`src/rtl/vtd_pkg.sv`:
```
package vtd_pkg;
  localparam int VW = 10;
  typedef logic [VW-1:0] vword_t;

  // lowest value that still counts as the all-ones word (8-bit sources)
  localparam vword_t ONES_FLOOR = 10'h3FC;
  localparam int COMP_MARK_WORDS  = 4;
  localparam int COMPO_MARK_WORDS = 5;
  // words from the first header word to the count word
  localparam int HDR_TO_COUNT = 5;

  function automatic logic near_ones(vword_t w);
    return w >= ONES_FLOOR;
  endfunction

  function automatic logic is_null(vword_t w);
    return w == '0;
  endfunction

  function automatic logic ref_at(vword_t w0, vword_t w1, vword_t w2);
    return near_ones(w0) && is_null(w1) && is_null(w2);
  endfunction

  function automatic logic hdr_at(vword_t w0, vword_t w1, vword_t w2);
    return is_null(w0) && near_ones(w1) && near_ones(w2);
  endfunction

  function automatic logic is_end_ref(vword_t status);
    return status[6];
  endfunction

  function automatic logic [8:0] tail_after_count(vword_t cnt_word);
    return {1'b0, cnt_word[7:0]} + 9'd1;
  endfunction

  function automatic logic [2:0] mark_tail(logic comp);
    return comp ? 3'(COMP_MARK_WORDS - 1) : 3'(COMPO_MARK_WORDS - 1);
  endfunction
endpackage

```
`src/rtl/vtd_pipe.sv`:
```
module vtd_pipe
  import vtd_pkg::*;
#(
  parameter int DEPTH = 4
) (
  input  logic   clk,
  input  logic   rst_n,
  input  vword_t din,
  output vword_t tap [DEPTH]
);
  logic [DEPTH-1:0][VW-1:0] stage;

  always_ff @(posedge clk) begin
    if (!rst_n) stage <= '0;
    else        stage <= {stage[DEPTH-2:0], din};
  end

  generate
    for (genvar i = 0; i < DEPTH; i++) begin : g_tap
      assign tap[i] = stage[i];
    end
  endgenerate
endmodule

```
`src/rtl/vtd_sync_track.sv`:
```
module vtd_sync_track
  import vtd_pkg::*;
(
  input  logic clk,
  input  logic rst_n,
  input  logic comp_mode,
  input  logic trs_ind_en,
  input  logic ref_hit,
  input  logic end_ref,
  output logic hsync,
  output logic ind_mark
);
  logic       hs_q;
  logic       ind_q;
  logic [2:0] tail_q;

  always_ff @(posedge clk) begin
    if (!rst_n) begin
      hs_q   <= 1'b0;
      ind_q  <= 1'b0;
      tail_q <= '0;
    end else begin
      if (comp_mode) begin
        if (ref_hit) hs_q <= end_ref;
      end else begin
        hs_q <= ref_hit;
      end
      if (ref_hit) begin
        tail_q <= mark_tail(comp_mode);
        ind_q  <= trs_ind_en;
      end else if (tail_q != '0) begin
        tail_q <= tail_q - 3'd1;
        ind_q  <= trs_ind_en;
      end else begin
        ind_q  <= 1'b0;
      end
    end
  end

  assign hsync    = hs_q;
  assign ind_mark = ind_q;
endmodule

```
`src/rtl/vtd_anc_track.sv`:
```
module vtd_anc_track
  import vtd_pkg::*;
(
  input  logic   clk,
  input  logic   rst_n,
  input  logic   hdr_hit,
  input  vword_t cur_word,
  output logic   pkt_flag,
  output logic   pkt_start
);
  logic       open_q;
  logic       in_hdr_q;
  logic [8:0] left_q;
  logic       closing;
  logic       free;

  assign closing   = open_q && !in_hdr_q && (left_q == '0);
  assign free      = !open_q || closing;
  assign pkt_start = free && hdr_hit;

  always_ff @(posedge clk) begin
    if (!rst_n) begin
      open_q   <= 1'b0;
      in_hdr_q <= 1'b0;
      left_q   <= '0;
    end else if (free) begin
      open_q   <= hdr_hit;
      in_hdr_q <= hdr_hit;
      left_q   <= hdr_hit ? 9'(HDR_TO_COUNT) : '0;
    end else if (in_hdr_q && left_q == 9'd1) begin
      // the count word is the one entering the output stage
      in_hdr_q <= 1'b0;
      left_q   <= tail_after_count(cur_word);
    end else begin
      left_q   <= left_q - 9'd1;
    end
  end

  assign pkt_flag = open_q;
endmodule

```
`src/rtl/vtd_lock_mon.sv`:
```
module vtd_lock_mon #(
  parameter int GAP_WORDS = 2000,
  parameter int LOSS_RUN  = 7,
  parameter int LOCK_RUN  = 7
) (
  input  logic clk,
  input  logic rst_n,
  input  logic ref_hit,
  output logic miss_evt,
  output logic lost
);
  localparam int GAP_W   = $clog2(GAP_WORDS);
  localparam int RUN_MAX = (LOSS_RUN > LOCK_RUN) ? LOSS_RUN : LOCK_RUN;
  localparam int RUN_W   = $clog2(RUN_MAX + 1);

  logic [GAP_W-1:0] gap_q;
  logic [RUN_W-1:0] miss_q, good_q;
  logic             lost_q;

  assign miss_evt = !ref_hit && (gap_q == GAP_W'(GAP_WORDS - 1));

  always_ff @(posedge clk) begin
    if (!rst_n) begin
      gap_q  <= '0;
      miss_q <= '0;
      good_q <= '0;
      lost_q <= 1'b1;
    end else if (ref_hit) begin
      gap_q  <= '0;
      miss_q <= '0;
      if (int'(good_q) < LOCK_RUN) good_q <= good_q + 1'b1;
      if (int'(good_q) + 1 >= LOCK_RUN) lost_q <= 1'b0;
    end else if (miss_evt) begin
      gap_q  <= '0;
      good_q <= '0;
      if (int'(miss_q) < LOSS_RUN) miss_q <= miss_q + 1'b1;
      if (int'(miss_q) + 1 >= LOSS_RUN) lost_q <= 1'b1;
    end else begin
      gap_q  <= gap_q + 1'b1;
    end
  end

  assign lost = lost_q;
endmodule

```
`src/rtl/vid_trs_anc_detect.sv`:
```
module vid_trs_anc_detect
  import vtd_pkg::*;
#(
  parameter int GAP_WORDS = 2000,
  parameter int LOSS_RUN  = 7,
  parameter int LOCK_RUN  = 7
) (
  input  logic       clk,
  input  logic       rst_n,
  input  logic       comp_mode,
  input  logic       trs_ind_en,
  input  logic [9:0] din,
  output logic [9:0] dout,
  output logic       hsync,
  output logic       anc_flag,
  output logic       no_trs
);
  // three words of lookahead plus the output register
  localparam int PIPE_DEPTH = 4;

  vword_t tap [PIPE_DEPTH];
  vword_t cur_w, ahead1, ahead2, ahead3;
  logic   trs_hit, hdr_hit, miss_evt, pkt_start;
  logic   pkt_flag, ind_mark;

  vtd_pipe #(.DEPTH(PIPE_DEPTH)) u_pipe (
    .clk  (clk),
    .rst_n(rst_n),
    .din  (din),
    .tap  (tap)
  );

  // word about to move to the output, and the words behind it
  assign cur_w  = tap[PIPE_DEPTH-2];
  assign ahead1 = tap[PIPE_DEPTH-3];
  assign ahead2 = tap[PIPE_DEPTH-4];
  assign ahead3 = din;

  assign trs_hit = ref_at(cur_w, ahead1, ahead2);
  assign hdr_hit = hdr_at(cur_w, ahead1, ahead2);

  vtd_sync_track u_sync (
    .clk       (clk),
    .rst_n     (rst_n),
    .comp_mode (comp_mode),
    .trs_ind_en(trs_ind_en),
    .ref_hit   (trs_hit),
    .end_ref   (is_end_ref(ahead3)),
    .hsync     (hsync),
    .ind_mark  (ind_mark)
  );

  vtd_anc_track u_anc (
    .clk      (clk),
    .rst_n    (rst_n),
    .hdr_hit  (hdr_hit),
    .cur_word (cur_w),
    .pkt_flag (pkt_flag),
    .pkt_start(pkt_start)
  );

  vtd_lock_mon #(
    .GAP_WORDS(GAP_WORDS),
    .LOSS_RUN (LOSS_RUN),
    .LOCK_RUN (LOCK_RUN)
  ) u_lock (
    .clk     (clk),
    .rst_n   (rst_n),
    .ref_hit (trs_hit),
    .miss_evt(miss_evt),
    .lost    (no_trs)
  );

  assign dout     = tap[PIPE_DEPTH-1];
  assign anc_flag = pkt_flag | ind_mark;
endmodule

```
`config.mk`:
```
export PLATFORM = sky130hd
export DESIGN_NAME = vid_trs_anc_detect
export DESIGN_NICKNAME = d
export VERILOG_FILES = /design/src/rtl/vtd_pkg.sv /design/src/rtl/vtd_pipe.sv /design/src/rtl/vtd_sync_track.sv /design/src/rtl/vtd_anc_track.sv /design/src/rtl/vtd_lock_mon.sv /design/src/rtl/vid_trs_anc_detect.sv
export SDC_FILE = /design/constraint.sdc
export NUM_CORES = 1
export LEC_CHECK = 0
export ABC_AREA = 1
export CAP_MARGIN = 25
export CORE_ASPECT_RATIO = 1.75
export CORE_UTILIZATION = 40
export DETAILED_ROUTE_END_ITERATION = 8
export DONT_BUFFER_PORTS = 1
export PLACE_DENSITY = 0.65
export SLEW_MARGIN = 0
export SYNTH_ARGS = -nofsm -noshare
export SYNTH_HDL_FRONTEND = slang
export SYNTH_SLANG_ARGS = --single-unit
```
`constraint.sdc`:
```
create_clock -name clk -period 2.3 [get_ports clk]
set_clock_uncertainty 0.15 [all_clocks]
set_input_delay 0.345 -clock clk [delete_from_list [all_inputs] [get_ports clk]]
set_output_delay 0.345 -clock clk [all_outputs]
set_load 0.02 [all_outputs]
```
**After elaboration in Yosys (flattened, before gate mapping)**

Index checks and enable logic that the tools add are counted.

- Memory bits (writable): 0
- Output and inout bits: 13
- Word-level logic and storage cells: 81
- Register bits after elaboration: 74
- Latch bits: 0
- Input bits: 14
- ROM bits: 0
- Memories kept: 0

- Multiply operators: 0
- $lt $le $gt $ge: 7
- Bitwise gates (word level): 2
- Add/subtract/negate cells: 8
- Muxes and demuxes: 19
- Shifts and indexed selects: 0
- Reduce and logical (&&, ||, !) cells: 26
- Eq/ne operators: 5
- Div/mod/pow operators: 0

Operators with widths:

| kind | number |
|---|---|
| greater-or-equal comparator 32 x 4 -> 1 bit, second input constant | 2 |
| greater-or-equal comparator 10 bit, second input constant | 3 |
| zero test 10 bit | 3 |
| two-way mux 3 bit | 7 |
| two-way mux 9 bit | 2 |
| adder 11 x 1 -> 11 bit, second input constant | 1 |
| == test 11 bit, second input constant | 1 |
| two-way mux 1 bit | 10 |
| adder 8 x 1 -> 9 bit, second input constant | 1 |
| == test 9 x 1 -> 1 bit, second input constant | 1 |
| zero test 9 bit | 1 |
| subtractor 9 x 1 -> 9 bit, second input constant | 1 |
| adder 3 x 1 -> 4 bit, second input constant | 2 |
| logical AND 1 bit | 8 |
| nonzero test 2 bit | 4 |
| adder 3 x 1 -> 3 bit, second input constant | 2 |
| less-than comparator 3 bit, second input constant | 2 |
| inequality test 2 bit, second input constant | 2 |
| AND reduction 2 bit | 2 |
| zero test 1 bit | 3 |
| AND reduction 3 bit | 1 |
| nonzero test 3 bit | 1 |
| OR reduction 3 bit | 1 |
| subtractor 3 x 1 -> 3 bit, second input constant | 1 |
| 5 further kinds | 5 |

**Logic depth before layout (Yosys ltp)**

- Depth in word-level cells: 7
- Gate-level depth with buffers: 11
- Gate-level depth less buffers: 11

**Modules after synthesis**

Synthesis repeated with hierarchy kept, for this count alone.

- Cell total of the unflattened synthesis: 480
- Area, all modules: 3445.8 µm²

By module, submodules not included:

| module | cells an instance | instances | area each (µm²) | sequential area each (µm²) |
|---|---|---|---|---|
| vtd_pipe | 124 | 1 | 1146.1 | 800.8 |
| vtd_anc_track | 147 | 1 | 924.6 | 220.2 |
| vtd_lock_mon | 114 | 1 | 889.6 | 360.3 |
| vtd_sync_track | 38 | 1 | 254.0 | 100.1 |
| vid_trs_anc_detect | 57 | 1 | 231.5 | 0.0 |

**Worst setup path after synthesis**

No wires, ideal clock.

- Kind: register -> register
- From: register u_anc.left_q[0]
- To: register u_anc.left_q[2]
- Buffers on the path: 0
- Setup time: 109 ps
- Period minus slack after synthesis: 1605 ps
- Required time: 2041 ps
- Stages on the path, launching flop included: 12
- Path slack: 695 ps
- Arrival time: 1346 ps
- Cells stage by stage: dfxtp_1 inv_1 ha_1 inv_1 nor2_2 nand3_1 o21ai_2 inv_2 nand2_4 nand2_1 nand2_1 inv_1

- Longest elaborated chain between the ends: 4
- Elaborated cells on any way between the ends: 8
- Classes of those cells: add/sub: 1; eq/ne: 1; mux: 2; reduce/logical: 4

Ends and longest elaborated chain:

| what | RTL line | RTL |
|---|---|---|
| start, declared | vtd_anc_track.sv:13 | `logic [8:0] left_q;` |
| start signal, assigned | vtd_anc_track.sv:29 | `left_q <= hdr_hit ? 9'(HDR_TO_COUNT) : '0;` |
| start signal, assigned | vtd_anc_track.sv:33 | `left_q <= tail_after_count(cur_word);` |
| start signal, assigned | vtd_anc_track.sv:35 | `left_q <= left_q - 9'd1;` |
| branches (longest 3 deep; another with subtractor 9 x 1 -> 9 bit) | n/a |  |
| two-way mux 9 bit (*) | vtd_anc_track.sv:26 | `end else if (free) begin` |

Mark *: on every way between the ends.
A chain may end at the register's enable or synchronous reset.

**Worst setup path in the final report**

Ends and elaborated chain as after synthesis.

==> reports/results.tsv <==
metric	value	unit
Final nets	466	
Fin. Hold Viols	0	
multi-input logic area	0.00138	mm^2
Seq/Total Area, Yosys	45.2	%
post-synthesis mux area share	0	%
Post-Syn Area	0.00328	mm^2
Worst slew margin	77.4	%
DR pass1 iterations	5	
vias per inst	4.71	
Max Cap Viol	0	
Root Driver	clkbuf_16	
initial antenna violation count	0	
RePlAce Congestion	0.781	
core area	0.00791	mm^2
Final TNS setup	0	ns
Async SR Flop Fraction	0	%
CP Data Required Time	2.38	ns
CTS sink cnt	74	
WL final	5910	um
top_reg_cell synth	dfxtp_1	
global-route wire length before repair	10300	um
clk slew on worst S/H paths	0.05	ns
RR Startpoint	u_anc.left_q[0]	
slowest CP cell	dfxtp_1	
Worst Path Max Fanout	9	
Detail Placement HPWL	4380	um
Worst Max-Slew Pin Slew	0.336	ns
Simple-Gate Fraction of Synth Area	29.5	%
boundary pin count	27	
post-route ant nets	0	
synthesis-to-finish area growth	13.3	%
Port Buffers	0	
Adder-Cell Fraction of Synth Area	3.44	%
CTS H-tree depth	3	
clock latency on the worst-skew pair	0.33	ns
Yosys top cell by area	dfxtp_1	
# diodes	0	
Yosys reg bits	74	
Detailed Route Iter0 Violations	89	
top cell type's share of synthesized area	45.2	%
Final Max Tran Viols	0	
CP Class	reg -> reg	
Syn. warnings	0	
Post-Syn Nets	459	
CP cell instances	inv_1, ha_1, inv_1, nor2_2, nand3_1, o21ai_2, inv_2, nand2_4, nand2_1, nand2_1, inv_1	
Tmin final	1.86	ns
largest family of logic cells by synthesized area	simple AND/OR/NAND/NOR gates	
Crit. End Element	flop	
most frequent cell after synthesis	nand2_1	
cell count after synthesis	436	
Die W	70.4	um
type of origin of the critical path	flop	
Post-CTS Setup Bufs	0	
CP bufs+invs	4	
largest net degree at the start of global routing	43	
DRC viols	0	
share of cells above drive strength 1	10.7	%
vias	2530	
status	finished clean	
GRT overflow	0	
VDD IR max	0.378	mV
top cells by area, synth	dfxtp_1, nand2_1, inv_1, nor2_1, nand3_1	
RSZ-0062 raised after global routing	false	
Longest Clk Path Bufs	2	
XOR/XNOR share of the synthesized area	4.28	%
Synth top cells by count	nand2_1, inv_1, dfxtp_1	
vias in the first global route	2504	
Tcrit/Tclk final	80.8	%
CP dominant cell by count	inv_1	
TritonCTS clock tree	done	
Final Cell Area	0.00371	mm^2
register area	0.00148	mm^2
Num CTS Buffers	9	
Post-synth EDFFs	0	
PwrDens	752	mW/mm^2
Die Y	122	um
Compound-Gate Fraction of Synth Area	4.93	%
Initial Util	41.4	%
fmax	538	MHz
GRT Total Usage	15.6	%
static leakage	1.88	nW
Critical Path Start	u_anc.left_q[0]	
Syn Area/Cell	7.51	um^2
final setup vio count	0	
Site Rows	43	
crit-path leading delay family	simple AND/OR/NAND/NOR gates	
die area	0.00857	mm^2
worst hold path class	in -> reg	
Placed Area	0.00329	mm^2
Filler Cells Inserted	766	
CP peak stage delay	0.31	ns
hold_sp	rst_n	
Distinct cells, synth	31	
DR WL/cell	11.0	um
WP data arrival	1.94	ns
-- metrics by stage --
step,hold WS (ns),cells,util (%),setup slack (ns),total power [mW]
finish,0.0418,537,46.9,0.441,2.79
detailed placement,0.268,510,41.6,0.466,1.43
global placement,0.264,510,41.6,0.490,1.43
global route,0.0338,537,46.9,0.321,2.90
CTS,0.0282,537,46.9,0.452,2.83
floorplan,0.257,436,-,0.695,1.43
-- registers in the layout, summed over array words and instances, names as in the netlist --
| name | flops |
|---|---|
| u_pipe.tap | 40 |
| u_lock.gap_q | 11 |
| u_anc.left_q | 9 |
| u_lock.good_q | 3 |
| u_lock.miss_q | 3 |
| u_sync.tail_q | 3 |
| u_anc.in_hdr_q | 1 |
| u_anc.pkt_flag | 1 |
| u_lock.lost | 1 |
| u_sync.hsync | 1 |
| u_sync.ind_mark | 1 |
-- cell families (layout without fill, tap and decap cells) --
logic type	count (synthesis)	in the layout
buffers and inverters	98	109
AOI/OAI and AO/OA	28	28
and+or+nand+nor	211	211
xor gates and xnor gates	16	16
DFF	74	74
adders and majority gates	9	9
-- worst paths after layout --
kind / endpoint / slack (ns) / depth (start not counted)
hold reg to reg: u_pipe.tap[11] / 0.27 / 2
setup reg to reg: u_anc.left_q[2] / 0.44 / 11
hold / removal: u_anc.pkt_flag / 0.04 / 2
setup / recovery: u_anc.left_q[2] / 0.44 / 11
-- timing repair --
item                      in CTS  in global routing
hold endpoints to repair      43                  0
resized for setup              0                  0
hold buffers                  12                  0
-- area by class of cell --
cell class / instances / area share (%)
clock inverters: 5 / 1.48
repair buffers: 13 / 3.71
inverters: 81 / 8.19
clock buffers: 10 / 6.44
flip-flops and latches: 74 / 39.9
multi-input cells: 264 / 37.2
well taps: 90 / 3.03
-- cells in the final DEF, fill, tap and decap left out, drive strengths merged, types with 4 or more instances in the layout --
master       synthesis  final
a21oi               14     14
clkbuf               6     10
or2                  5      5
xor2                12     12
dlygate4sd3          0     11
o21ai               13     13
nand3               25     25
ha                   9      9
dfxtp               74     74
nor3                 9      9
nand2               99     99
nand4                6      6
inv                 81     81
nor2                63     63
xnor2                4      4
-- worst reg2reg max path, cell delays in order (launching register included) --
cell and delay [ns]:
dfxtp_1 0.31, inv_1 0.12, ha_1 0.23, inv_1 0.07
nor2_2 0.18, nand3_1 0.14, o21ai_2 0.20, inv_2 0.08
nand2_4 0.11, nand2_1 0.09, nand2_1 0.06, inv_1 0.03
-- report_power, final --
part	internal, mW	total, mW	switching [mW]
registers	1.31	1.34	0.0247
logic	0.0396	0.0919	0.0523
clock network	0.858	1.36	0.504
-- layer usage --
metal / wire [um] / vias to the layer above / track usage, %
met5: 0 / - / 0
met4: 223 / 0 / 10.4
met3: 194 / 19 / 4.14
met2: 3170 / 49 / 28.7
met1: 2330 / 1133 / 14.8
li1: - / 1329 / -
Power figures use the tool's default switching activity.
